===== src/rtl/xds_pkg.sv =====
package xds_pkg;
  // strobes sent from control to datapath
  typedef struct packed {
    logic pageWe;     // load page register
    logic capOnchip;  // capture on-chip read data
    logic capExt;     // capture external read data
  } dpStrobe_t;
endpackage


===== src/rtl/xds_datapath.sv =====
module xds_datapath
  import xds_pkg::*;
#(
  parameter int ADDR_W = 16,
  parameter int DATA_W = 8,
  parameter logic [ADDR_W-1:0] WIN_BASE = 'hF700,
  parameter logic [7:0] CTRL_SFR = 8'hB1,
  parameter logic [7:0] PAGE_SFR = 8'h91
) (
  input  logic              clk,
  input  logic              rstN,
  input  logic [7:0]        sfrAddr,
  input  logic [DATA_W-1:0] sfrWdata,
  input  logic              mapOff,
  input  logic              visOn,
  input  logic              reqWide,
  input  logic [ADDR_W-1:0] reqPtr,
  input  logic [DATA_W-1:0] reqReg,
  input  logic [DATA_W-1:0] onchipRdata,
  input  logic [DATA_W-1:0] extRdata,
  input  dpStrobe_t         strobe,
  output logic [ADDR_W-1:0] effAddr,
  output logic              inWin,
  output logic [DATA_W-1:0] sfrRdata,
  output logic [DATA_W-1:0] cpuRdata
);
  localparam int PAGE_W = ADDR_W - DATA_W;

  logic [PAGE_W-1:0] pageReg;

  always_ff @(posedge clk or negedge rstN) begin
    if (!rstN) pageReg <= '0;
    else if (strobe.pageWe) pageReg <= sfrWdata[PAGE_W-1:0];
  end

  always_comb begin
    effAddr = reqWide ? reqPtr : {pageReg, reqReg};
    inWin   = (effAddr >= WIN_BASE);
  end

  always_comb begin
    if (sfrAddr == CTRL_SFR)      sfrRdata = {{(DATA_W-2){1'b1}}, visOn, mapOff};
    else if (sfrAddr == PAGE_SFR) sfrRdata = DATA_W'(pageReg);
    else                          sfrRdata = '0;
  end

  always_ff @(posedge clk or negedge rstN) begin
    if (!rstN) cpuRdata <= '0;
    else if (strobe.capOnchip) cpuRdata <= onchipRdata;
    else if (strobe.capExt)    cpuRdata <= extRdata;
  end

  // the two capture sources never coincide
  p_one_capture_r9: assert property (@(posedge clk) disable iff (!rstN)
    !(strobe.capOnchip && strobe.capExt));
  // a narrow access never reaches the window through a page below it
  p_narrow_page_r4: assert property (@(posedge clk) disable iff (!rstN)
    (!reqWide && pageReg < WIN_BASE[ADDR_W-1:DATA_W]) |-> !inWin);
endmodule


===== src/rtl/xds_ctrl.sv =====
module xds_ctrl
  import xds_pkg::*;
#(
  parameter int DATA_W = 8,
  parameter logic [7:0] CTRL_SFR = 8'hB1,
  parameter logic [7:0] PAGE_SFR = 8'h91
) (
  input  logic              clk,
  input  logic              rstN,
  input  logic              intCodeEn,
  input  logic              sfrWe,
  input  logic [7:0]        sfrAddr,
  input  logic [DATA_W-1:0] sfrWdata,
  input  logic              reqValid,
  input  logic              reqWrite,
  input  logic              reqWide,
  input  logic              inWin,
  input  logic              extAck,
  output logic              mapOff,
  output logic              visOn,
  output logic              onchipSel,
  output logic              onchipWe,
  output logic              extBusEn,
  output logic              extHiEn,
  output logic              extRdEn,
  output logic              extWrEn,
  output logic              visibleFlag,
  output logic              busy,
  output logic              cpuRdValid,
  output dpStrobe_t         strobe
);
  logic ctrlWe;
  logic toChip;

  assign ctrlWe = sfrWe && (sfrAddr == CTRL_SFR);

  always_ff @(posedge clk or negedge rstN) begin
    if (!rstN) begin
      mapOff <= 1'b1;
      visOn  <= 1'b0;
    end else if (ctrlWe) begin
      mapOff <= mapOff & sfrWdata[0];
      visOn  <= sfrWdata[1];
    end
  end

  always_comb begin
    toChip      = intCodeEn && !mapOff && inWin;
    onchipSel   = reqValid && toChip;
    onchipWe    = onchipSel && reqWrite;
    extBusEn    = reqValid && (!toChip || visOn);
    extHiEn     = extBusEn && reqWide;
    extRdEn     = extBusEn && !reqWrite;
    extWrEn     = extBusEn && reqWrite;
    visibleFlag = onchipSel && visOn;
    busy        = reqValid && !toChip && !extAck;
    strobe.pageWe    = sfrWe && (sfrAddr == PAGE_SFR);
    strobe.capOnchip = onchipSel && !reqWrite;
    strobe.capExt    = reqValid && !toChip && !reqWrite && extAck;
  end

  always_ff @(posedge clk or negedge rstN) begin
    if (!rstN) cpuRdValid <= 1'b0;
    else       cpuRdValid <= strobe.capOnchip || strobe.capExt;
  end

  p_sticky_off_r3: assert property (@(posedge clk) disable iff (!rstN)
    !$rose(mapOff));
  p_pin_forces_ext_r8: assert property (@(posedge clk) disable iff (!rstN)
    (reqValid && !intCodeEn) |-> (!onchipSel && extBusEn));
  p_hidden_strobes_r5: assert property (@(posedge clk) disable iff (!rstN)
    (onchipSel && !visOn) |-> (!extRdEn && !extWrEn && !extBusEn));
  p_mirror_nowait_r6: assert property (@(posedge clk) disable iff (!rstN)
    onchipSel |-> !busy);
  p_outside_ext_r7: assert property (@(posedge clk) disable iff (!rstN)
    (reqValid && !inWin) |-> (extBusEn && !visibleFlag));
  p_read_return_r10: assert property (@(posedge clk) disable iff (!rstN)
    (onchipSel && !reqWrite) |=> cpuRdValid);
  p_hi_byte_r11: assert property (@(posedge clk) disable iff (!rstN)
    !reqWide |-> !extHiEn);
endmodule


===== src/rtl/xds_router.sv =====
module xds_router
  import xds_pkg::*;
#(
  parameter int ADDR_W = 16,
  parameter int DATA_W = 8,
  parameter logic [ADDR_W-1:0] WIN_BASE = 'hF700,
  parameter logic [7:0] CTRL_SFR = 8'hB1,
  parameter logic [7:0] PAGE_SFR = 8'h91
) (
  input  logic              clk,
  input  logic              rstN,
  input  logic              intCodeEn,
  input  logic              sfrWe,
  input  logic [7:0]        sfrAddr,
  input  logic [DATA_W-1:0] sfrWdata,
  output logic [DATA_W-1:0] sfrRdata,
  input  logic              reqValid,
  input  logic              reqWrite,
  input  logic              reqWide,
  input  logic [ADDR_W-1:0] reqPtr,
  input  logic [DATA_W-1:0] reqReg,
  input  logic [DATA_W-1:0] reqWdata,
  output logic              onchipSel,
  output logic              onchipWe,
  output logic [ADDR_W-1:0] onchipAddr,
  output logic [DATA_W-1:0] onchipWdata,
  input  logic [DATA_W-1:0] onchipRdata,
  output logic              extBusEn,
  output logic              extHiEn,
  output logic              extRdEn,
  output logic              extWrEn,
  output logic [ADDR_W-1:0] extAddr,
  output logic [DATA_W-1:0] extWdata,
  input  logic [DATA_W-1:0] extRdata,
  input  logic              extAck,
  output logic              visibleFlag,
  output logic              busy,
  output logic              cpuRdValid,
  output logic [DATA_W-1:0] cpuRdata
);
  dpStrobe_t         strobe;
  logic              mapOff, visOn, inWin;
  logic [ADDR_W-1:0] effAddr;

  xds_ctrl #(.DATA_W(DATA_W), .CTRL_SFR(CTRL_SFR), .PAGE_SFR(PAGE_SFR)) ctrl_i (
    .clk(clk), .rstN(rstN), .intCodeEn(intCodeEn),
    .sfrWe(sfrWe), .sfrAddr(sfrAddr), .sfrWdata(sfrWdata),
    .reqValid(reqValid), .reqWrite(reqWrite), .reqWide(reqWide),
    .inWin(inWin), .extAck(extAck),
    .mapOff(mapOff), .visOn(visOn),
    .onchipSel(onchipSel), .onchipWe(onchipWe),
    .extBusEn(extBusEn), .extHiEn(extHiEn), .extRdEn(extRdEn), .extWrEn(extWrEn),
    .visibleFlag(visibleFlag), .busy(busy), .cpuRdValid(cpuRdValid),
    .strobe(strobe)
  );

  xds_datapath #(.ADDR_W(ADDR_W), .DATA_W(DATA_W), .WIN_BASE(WIN_BASE),
                 .CTRL_SFR(CTRL_SFR), .PAGE_SFR(PAGE_SFR)) dp_i (
    .clk(clk), .rstN(rstN), .sfrAddr(sfrAddr), .sfrWdata(sfrWdata),
    .mapOff(mapOff), .visOn(visOn),
    .reqWide(reqWide), .reqPtr(reqPtr), .reqReg(reqReg),
    .onchipRdata(onchipRdata), .extRdata(extRdata), .strobe(strobe),
    .effAddr(effAddr), .inWin(inWin), .sfrRdata(sfrRdata), .cpuRdata(cpuRdata)
  );

  assign onchipAddr  = effAddr;
  assign extAddr     = effAddr;
  assign onchipWdata = reqWdata;
  assign extWdata    = reqWdata;

  // on-chip select only for addresses inside the window
  p_window_r2: assert property (@(posedge clk) disable iff (!rstN)
    onchipSel |-> (onchipAddr >= WIN_BASE));
endmodule


===== config.mk =====
export PLATFORM = sky130hd
export DESIGN_NAME = xds_router
export DESIGN_NICKNAME = d
export VERILOG_FILES = /design/src/rtl/xds_pkg.sv /design/src/rtl/xds_datapath.sv /design/src/rtl/xds_ctrl.sv /design/src/rtl/xds_router.sv
export SDC_FILE = /design/constraint.sdc
export NUM_CORES = 1
export LEC_CHECK = 0
export BUFFER_PORTS_ARGS = -buffer_cell sky130_fd_sc_hd__buf_4
export CAP_MARGIN = 20
export CORE_AREA = 4 4 70 72
export CTS_BUF_LIST = sky130_fd_sc_hd__clkbuf_16
export CTS_CLUSTER_DIAMETER = 100
export DETAILED_ROUTE_END_ITERATION = 16
export DIE_AREA = 0 0 74 76
export HOLD_SLACK_MARGIN = 0.1
export PLACE_DENSITY = 0.8
export SYNTH_ARGS = -nofsm -noshare
export SYNTH_HDL_FRONTEND = slang
export SYNTH_SLANG_ARGS = --single-unit

===== constraint.sdc =====
create_clock -name clk -period 2.03 [get_ports clk]
set_clock_uncertainty 0.05 [all_clocks]
set_input_delay 0.406 -clock clk [delete_from_list [all_inputs] [get_ports clk]]
set_output_delay 0.406 -clock clk [all_outputs]
set_load 0.01 [all_outputs]

==> out/metrics.yaml, run 1 <==
outcome:
  violations: "setup timing"
  outcome: "complete, but fails checks"
power:
  pwr-share-comb_pct: 33.3
  p_per_area_nw_per_um2: 478
  vdd_drop_max_uv: 426
  seq_power_share_pct: 34.8
  p_leak_nw: 1.46
  switching_share_pct: 26.2
  totalPowerFinal_mw: 1.26
  clock_power_share_pct: 31.8
  switchingPower_mw: 0.329
  p_int_mw: 0.927
placed_design:
  portBuffers: 120
  place.gp.congestion: 0.819
  place_ws_ns: -0.0527
  place_inst: 310
  post_dp_cell_area_um2: 2410
  hpwl_mm: 4.00
sta:
  maxSlewViolCount: 0
  hold_ws_ns: 0.339
  worst_pin_slew_ns: 0.338
  fin_crit_ns: 2.05
  finalSetupViolCount: 3
  rsz0062_at_grt: "true"
  slew_headroom_pct: 77.5
  fmax_mhz: 489
  finalCritPeriodShare_pct: 101
  setup_ws_ns: -0.0159
  hold_viol: 0
  fin_tns_setup_ns: -0.0248
global_routing:
  track_usage_pct: 17.6
  grt_max_degree: 20
  grt_pass1_vias: 1735
  grt_first_pass_wirelength_mm: 7.91
  grt_overflow: 0
  antenna_found_initial: 0
layout:
  layout_commonest_cell: "buf_4"
  final_layout_size_suffix_gt1_share_pct: 68.5
  post-route-cell-area_um2: 2630
  syn_to_final_growth_pct: 64.6
  regArea_um2: 477
  num_antenna_cells: 0
  fill_cells: 397
  fin_cells: 322
  fin_nets: 343
  final_cell_mix: "buf_4, mux2_2, dfrtp_1, inv_1"
  fin_util_pct: 61.2
  multi_input_area_um2: 837
worst_setup_path:
  worstPathArrival_ns: 1.59
  path_delay_family: "simple AND/OR/NAND/NOR gates"
  critPathLaunchType: "register"
  critPathMaxStageDelay_ns: 0.40
  crit_slowest_cell: "dfrtp_1"
  worst_ep_required_time_ns: 1.57
  crit_chain: "nand3b_4, a221oi_4, and3_4, and2_4, buf_6"
  path_buf_inv: 1
  endpoint_kind: "output pin"
  critical_path_class: "reg2out"
  critPathMaxFanout: 4
route:
  vias: 1606
  first_iter_violations: 33
  ant_nets: 0
  drt_first_pass_iters: 2
  wl_per_cell_um: 15.4
  drc: 0
  vias_per_cell: 4.99
  drt-total-wl_mm: 4.96
clock_tree:
  cts_num_sinks: 19
  cts_buffer_depth: 2
  worstSkewPairLatency_ns: 0.24
  path_clk_slew_ns: 0.05
  cts_root_buf: "clkbuf_16"
  cts_htree_levels: 1
  cts_made_buffers: 3
  cts_tree: "built"
synthesis:
  yosys.cell_types.count: 34
  ys_seq_elements: 19
  syn_area_um2: 1600
  synth.avg_cell_area_um2: 9.73
  synth_cells: 164
  synth-seq-area-share_pct: 29.9
  yosysWarnings: 0
  synth_fp_nets: 236
die:
  io_pins: 145
  die_area_um2: 5620
  start_util_pct: 37.2
  rows: 24
  core_um2: 4290
  die_w_um: 74
  die_h_um: 76
flow_run:
  drv_cap: 0
worst_hold_path:
  min_path_type: "in2reg"
-- sequential cells by signal (all words and copies together), names as in the netlist --
signal / flops
dp_i.cpuRdata: 8
ctrl_i.visOn: 1
ctrl_i.cpuRdValid: 1
dp_i.pageReg: 8
ctrl_i.mapOff: 1
-- synth_stat cells --
cell       number  area share [%]
nand2_2         1            0.39
o211a_1         2             1.3
buf_4          32              15
buf_6           1            0.71
nor3_4          2             2.0
or3b_4          1            0.71
dfrtp_1        18              28
a21oi_1         8             2.5
clkbuf_1        2            0.47
nand2_1         2            0.47
and2_1          4             1.6
dfstp_2         1             1.6
nor2b_1         2            0.78
mux2i_1         2             1.3
and3_1          1            0.39
o21a_1          3             1.4
a31oi_2         1            0.78
nand4bb_1       1            0.71
a221oi_1        8             4.4
nand3_1         2            0.63
nor3b_1         1            0.47
a21o_1          6             2.8
buf_1           2            0.47
buf_2           3            0.94
inv_1          12             2.8
nor2_1          8             1.9
a22o_1          2             1.1
a221oi_2        1            0.94
nand3b_4        1             1.3
nand3b_1        8             3.8
nand2b_1        1            0.39
a311oi_1        1            0.55
nor4b_2         1            0.94
mux2_2         23              16
-- timing repair --
action                                  4_1_cts  5_1_grt
gates resized for setup                      11        7
pin swaps                                     3        6
setup buffers                                 8        0
hold endpoints to repair                     18        0
endpoints found under the setup margin        8        8
hold buffers                                  1        0
-- path summary, 6_finish.rpt --
kind                                 startpoint                to  slack, ns  cells past startpoint
worst max-delay path            dp_i.pageReg[6]       visibleFlag      -0.02                      5
worst min-delay path                sfrWdata[0]     ctrl_i.mapOff       0.34                      2
worst max register to register  dp_i.pageReg[6]  dp_i.cpuRdata[5]       0.24                      6
worst min register to register    ctrl_i.mapOff     ctrl_i.mapOff       0.43                      1
max in group asynchronous                  rstN     ctrl_i.mapOff       1.14                      2
min in group asynchronous                  rstN  dp_i.cpuRdata[7]       0.52                      2
-- cells by family (layout without fill, tap and decap cells) --
group | count (synthesis) | after routing | synth area share [%]
buffers and inverters | 52 | 158 | 20.5
and+or+nand+nor | 36 | 36 | 16.4
AOI/OAI and AO/OA | 32 | 32 | 15.8
muxes | 25 | 25 | 17.5
DFF | 19 | 19 | 29.9
-- layer usage --
layer | GRT usage, % | wire length (um) | vias to the layer above
met4 | 5.43 | 118 | 0
met3 | 4.22 | 482 | 11
met1 | 19.7 | 1710 | 758
met2 | 31.7 | 2650 | 77
li1 | - | - | 760
met5 | 0 | 0 | -
-- power groups by stage --
| stage | clock network (mW) | logic (mW) | registers [mW] |
|---|---|---|---|
| 2_1_floorplan | 0 | 0.204 | 0.454 |
| 3_3_place_gp | 0 | 0.390 | 0.444 |
| 3_5_place_dp | 0 | 0.399 | 0.446 |
| 4_1_cts | 0.404 | 0.417 | 0.438 |
| 5_1_grt | 0.427 | 0.454 | 0.442 |
| 6_report | 0.400 | 0.418 | 0.438 |
-- layout make-up --
type | count | share of cell area (%)
repair buffers | 142 | 42.8
multi-input cells | 93 | 31.9
flip-flops and latches | 19 | 18.2
clock buffers | 3 | 2.86
well taps | 52 | 2.48
inverters | 12 | 1.72
clock inverters | 1 | 0.143
(Power assumes the default switching activity.)
==> run 2: changes to the inputs <==
- CTS_BUF_LIST: sky130_fd_sc_hd__clkbuf_16 -> unset
==> run 2 against run 1 <==
Against the previous run: the flow still finishes with violations (setup timing); non-clock buffer count rose by 3; global-route usage grew 0.43 points; worst hold slack lost 0.0035 ns; via count up 0.50%; die area unchanged; first-iteration DRC count decreased by 15%; sequential power is essentially flat; register-to-register slack about the same; critical path depth rose by 1; clock-buffer cell count is 1 higher; largest cell class unchanged.
==> out/metrics.yaml, run 2 (synthesized netlist as in run 1, its figures left out) <==
worst_setup_path:
  rr_worst_depth: 7  # +1
  critical_path_class: "reg2out"
  worst_ep_required_time_ns: 1.57  # about the same
  critPathMaxFanout: 4  # unchanged
  endpoint_kind: "output pin"
  critPathLaunchType: "register"
  worstPathArrival_ns: 1.60  # about the same
global_routing:
  antenna_found_initial: 0  # unchanged
  grt_pass1_vias: 1771  # +2.1%
  grt_first_pass_wirelength_mm: 8.09  # +2.3%
  track_usage_pct: 18.0  # +0.43 points
  grt_overflow: 0  # unchanged
  grt_max_degree: 20  # unchanged
power:
  p_per_area_nw_per_um2: 430  # -10%
  vdd_drop_max_uv: 209  # -51%
  p_leak_nw: 1.44  # -0.94%
layout:
  final_layout_size_suffix_gt1_share_pct: 68.9  # +0.35 points
  fin_cells: 325  # +0.93%
  syn_to_final_growth_pct: 62.5
  post-route-cell-area_um2: 2590  # -1.3%
  num_antenna_cells: 0  # unchanged
  fill_cells: 402  # +1.3%
  layout_commonest_cell: "buf_4"
  final_cell_mix: "buf_4, mux2_2, dfrtp_1, inv_1"
  largest_registers: "dp_i.cpuRdata: 8 flops, dp_i.pageReg: 8 flops"
  fin_util_pct: 60.4  # -0.79 points
  fin_nets: 346  # +0.87%
die:
  io_pins: 145  # unchanged
  die_area_um2: 5620  # unchanged
  rows: 24  # unchanged
  die_h_um: 76  # unchanged
  core_um2: 4290  # unchanged
  die_w_um: 74  # unchanged
  start_util_pct: 37.2  # unchanged
clock_tree:
  cts_buffer_depth: 2  # unchanged
  cts_num_sinks: 19  # unchanged
  path_clk_slew_ns: 0.07  # +0.02 ns
  cts_htree_levels: 1  # unchanged
  worstSkewPairLatency_ns: 0.25  # about the same
  cts_root_buf: "clkbuf_8"
  cts_made_buffers: 3  # unchanged
  cts_tree: "built"
sta:
  rsz0062_at_grt: "true"
  maxSlewViolCount: 0  # unchanged
  finalCritPeriodShare_pct: 101  # +0.29 points
  fin_crit_ns: 2.05  # +0.00596 ns
  hold_viol: 0  # unchanged
  finalSetupViolCount: 4  # +1
  worst_pin_slew_ns: 0.336  # -0.00204 ns
  slew_headroom_pct: 77.6  # +0.14 points
  fmax_mhz: 487  # -0.29%
  setup_ws_ns: -0.0219  # -0.00596 ns
route:
  drt-total-wl_mm: 4.99  # +0.56%
  vias: 1614  # +0.50%
  drc: 0  # unchanged
  drt_first_pass_iters: 4  # +2
  first_iter_violations: 28  # -15%
  wl_per_cell_um: 15.3  # -0.36%
  vias_per_cell: 4.97  # -0.43%
  ant_nets: 0  # unchanged
flow_run:
  drv_cap: 0  # unchanged
worst_hold_path:
  min_path_type: "in2reg"
  hold_depth: 2  # unchanged
placed_design:
  place.gp.congestion: 0.819  # unchanged
  hpwl_mm: 4.00  # unchanged
  portBuffers: 120  # unchanged
  place_inst: 310  # unchanged
  post_dp_cell_area_um2: 2410  # unchanged
outcome:
  violations: "setup timing"
  outcome: "complete, but fails checks"
-- run 2: changes by cell type in the layout (fill, tap and decap cells not counted), sizes merged --
cell,delta
buf,+3
clkbuf,+1
inv,-1
-- run 2: power by group --
group | switching, mW | internal (mW)
logic | 0.166 | 0.251
registers | 0.0229 | 0.413
clock network | 0.123 | 0.139
-- run 2: path summary, 6_finish.rpt --
kind,start,endpoint,slack (ns)
min in group asynchronous,rstN,dp_i.cpuRdata[7],0.52
hold reg to reg,ctrl_i.mapOff,ctrl_i.mapOff,0.44
setup reg to reg,dp_i.pageReg[6],dp_i.cpuRdata[5],0.24
max in group asynchronous,rstN,ctrl_i.mapOff,1.15
setup / recovery,dp_i.pageReg[7],visibleFlag,-0.02
hold / removal,sfrWdata[3],dp_i.pageReg[3],0.34
-- run 2: metrics by stage --
stage	hold WS (ns)	setup TNS (ns)	power (mW)	worst slack [ns]
6_report	0.336	-0.0466	1.12	-0.0219
5_1_grt	0.330	-0.678	1.18	-0.123
4_1_cts	0.329	-0.157	1.13	-0.0437
3_5_place_dp	0.251	-0.271	0.845	-0.0527
3_3_place_gp	0.242	-0.182	0.833	-0.0476
2_1_floorplan	0.0604	0	0.657	0.00888
-- run 2: area by class of cell --
type                       instances  area (um2)  area share [%]
multi-input combinational         93         826            31.9
sequential                        19         477            18.4
tap                               52        65.1            2.51
inverter                          12        45.0            1.74
clock buffer                       4        45.0            1.74
timing repair buffer             145        1130            43.8
-- run 2: layer usage --
metal,share of wire (%),up-vias,track usage (%)
met5,0,-,0
met4,2.4,0,5.43
met3,9.0,11,3.56
met2,53,75,33.3
met1,35,766,20.0
li1,-,762,-
-- run 2: repair_timing --
item                                   4_1_cts  5_1_grt
gates resized for setup                     12        2
endpoints found under the hold margin       18        0
buffers inserted                             9        1
hold buffers                                 1        0
pin swaps                                    3        3
setup endpoints to repair                    8        8
-- run 2: critical path, cell delays in order, from the launching register on --
cell     delay (ns)
dfrtp_1        0.36
mux2i_2        0.09
nor4b_2        0.28
buf_4          0.18
and3_4         0.21
and2_4         0.14
buf_6          0.09
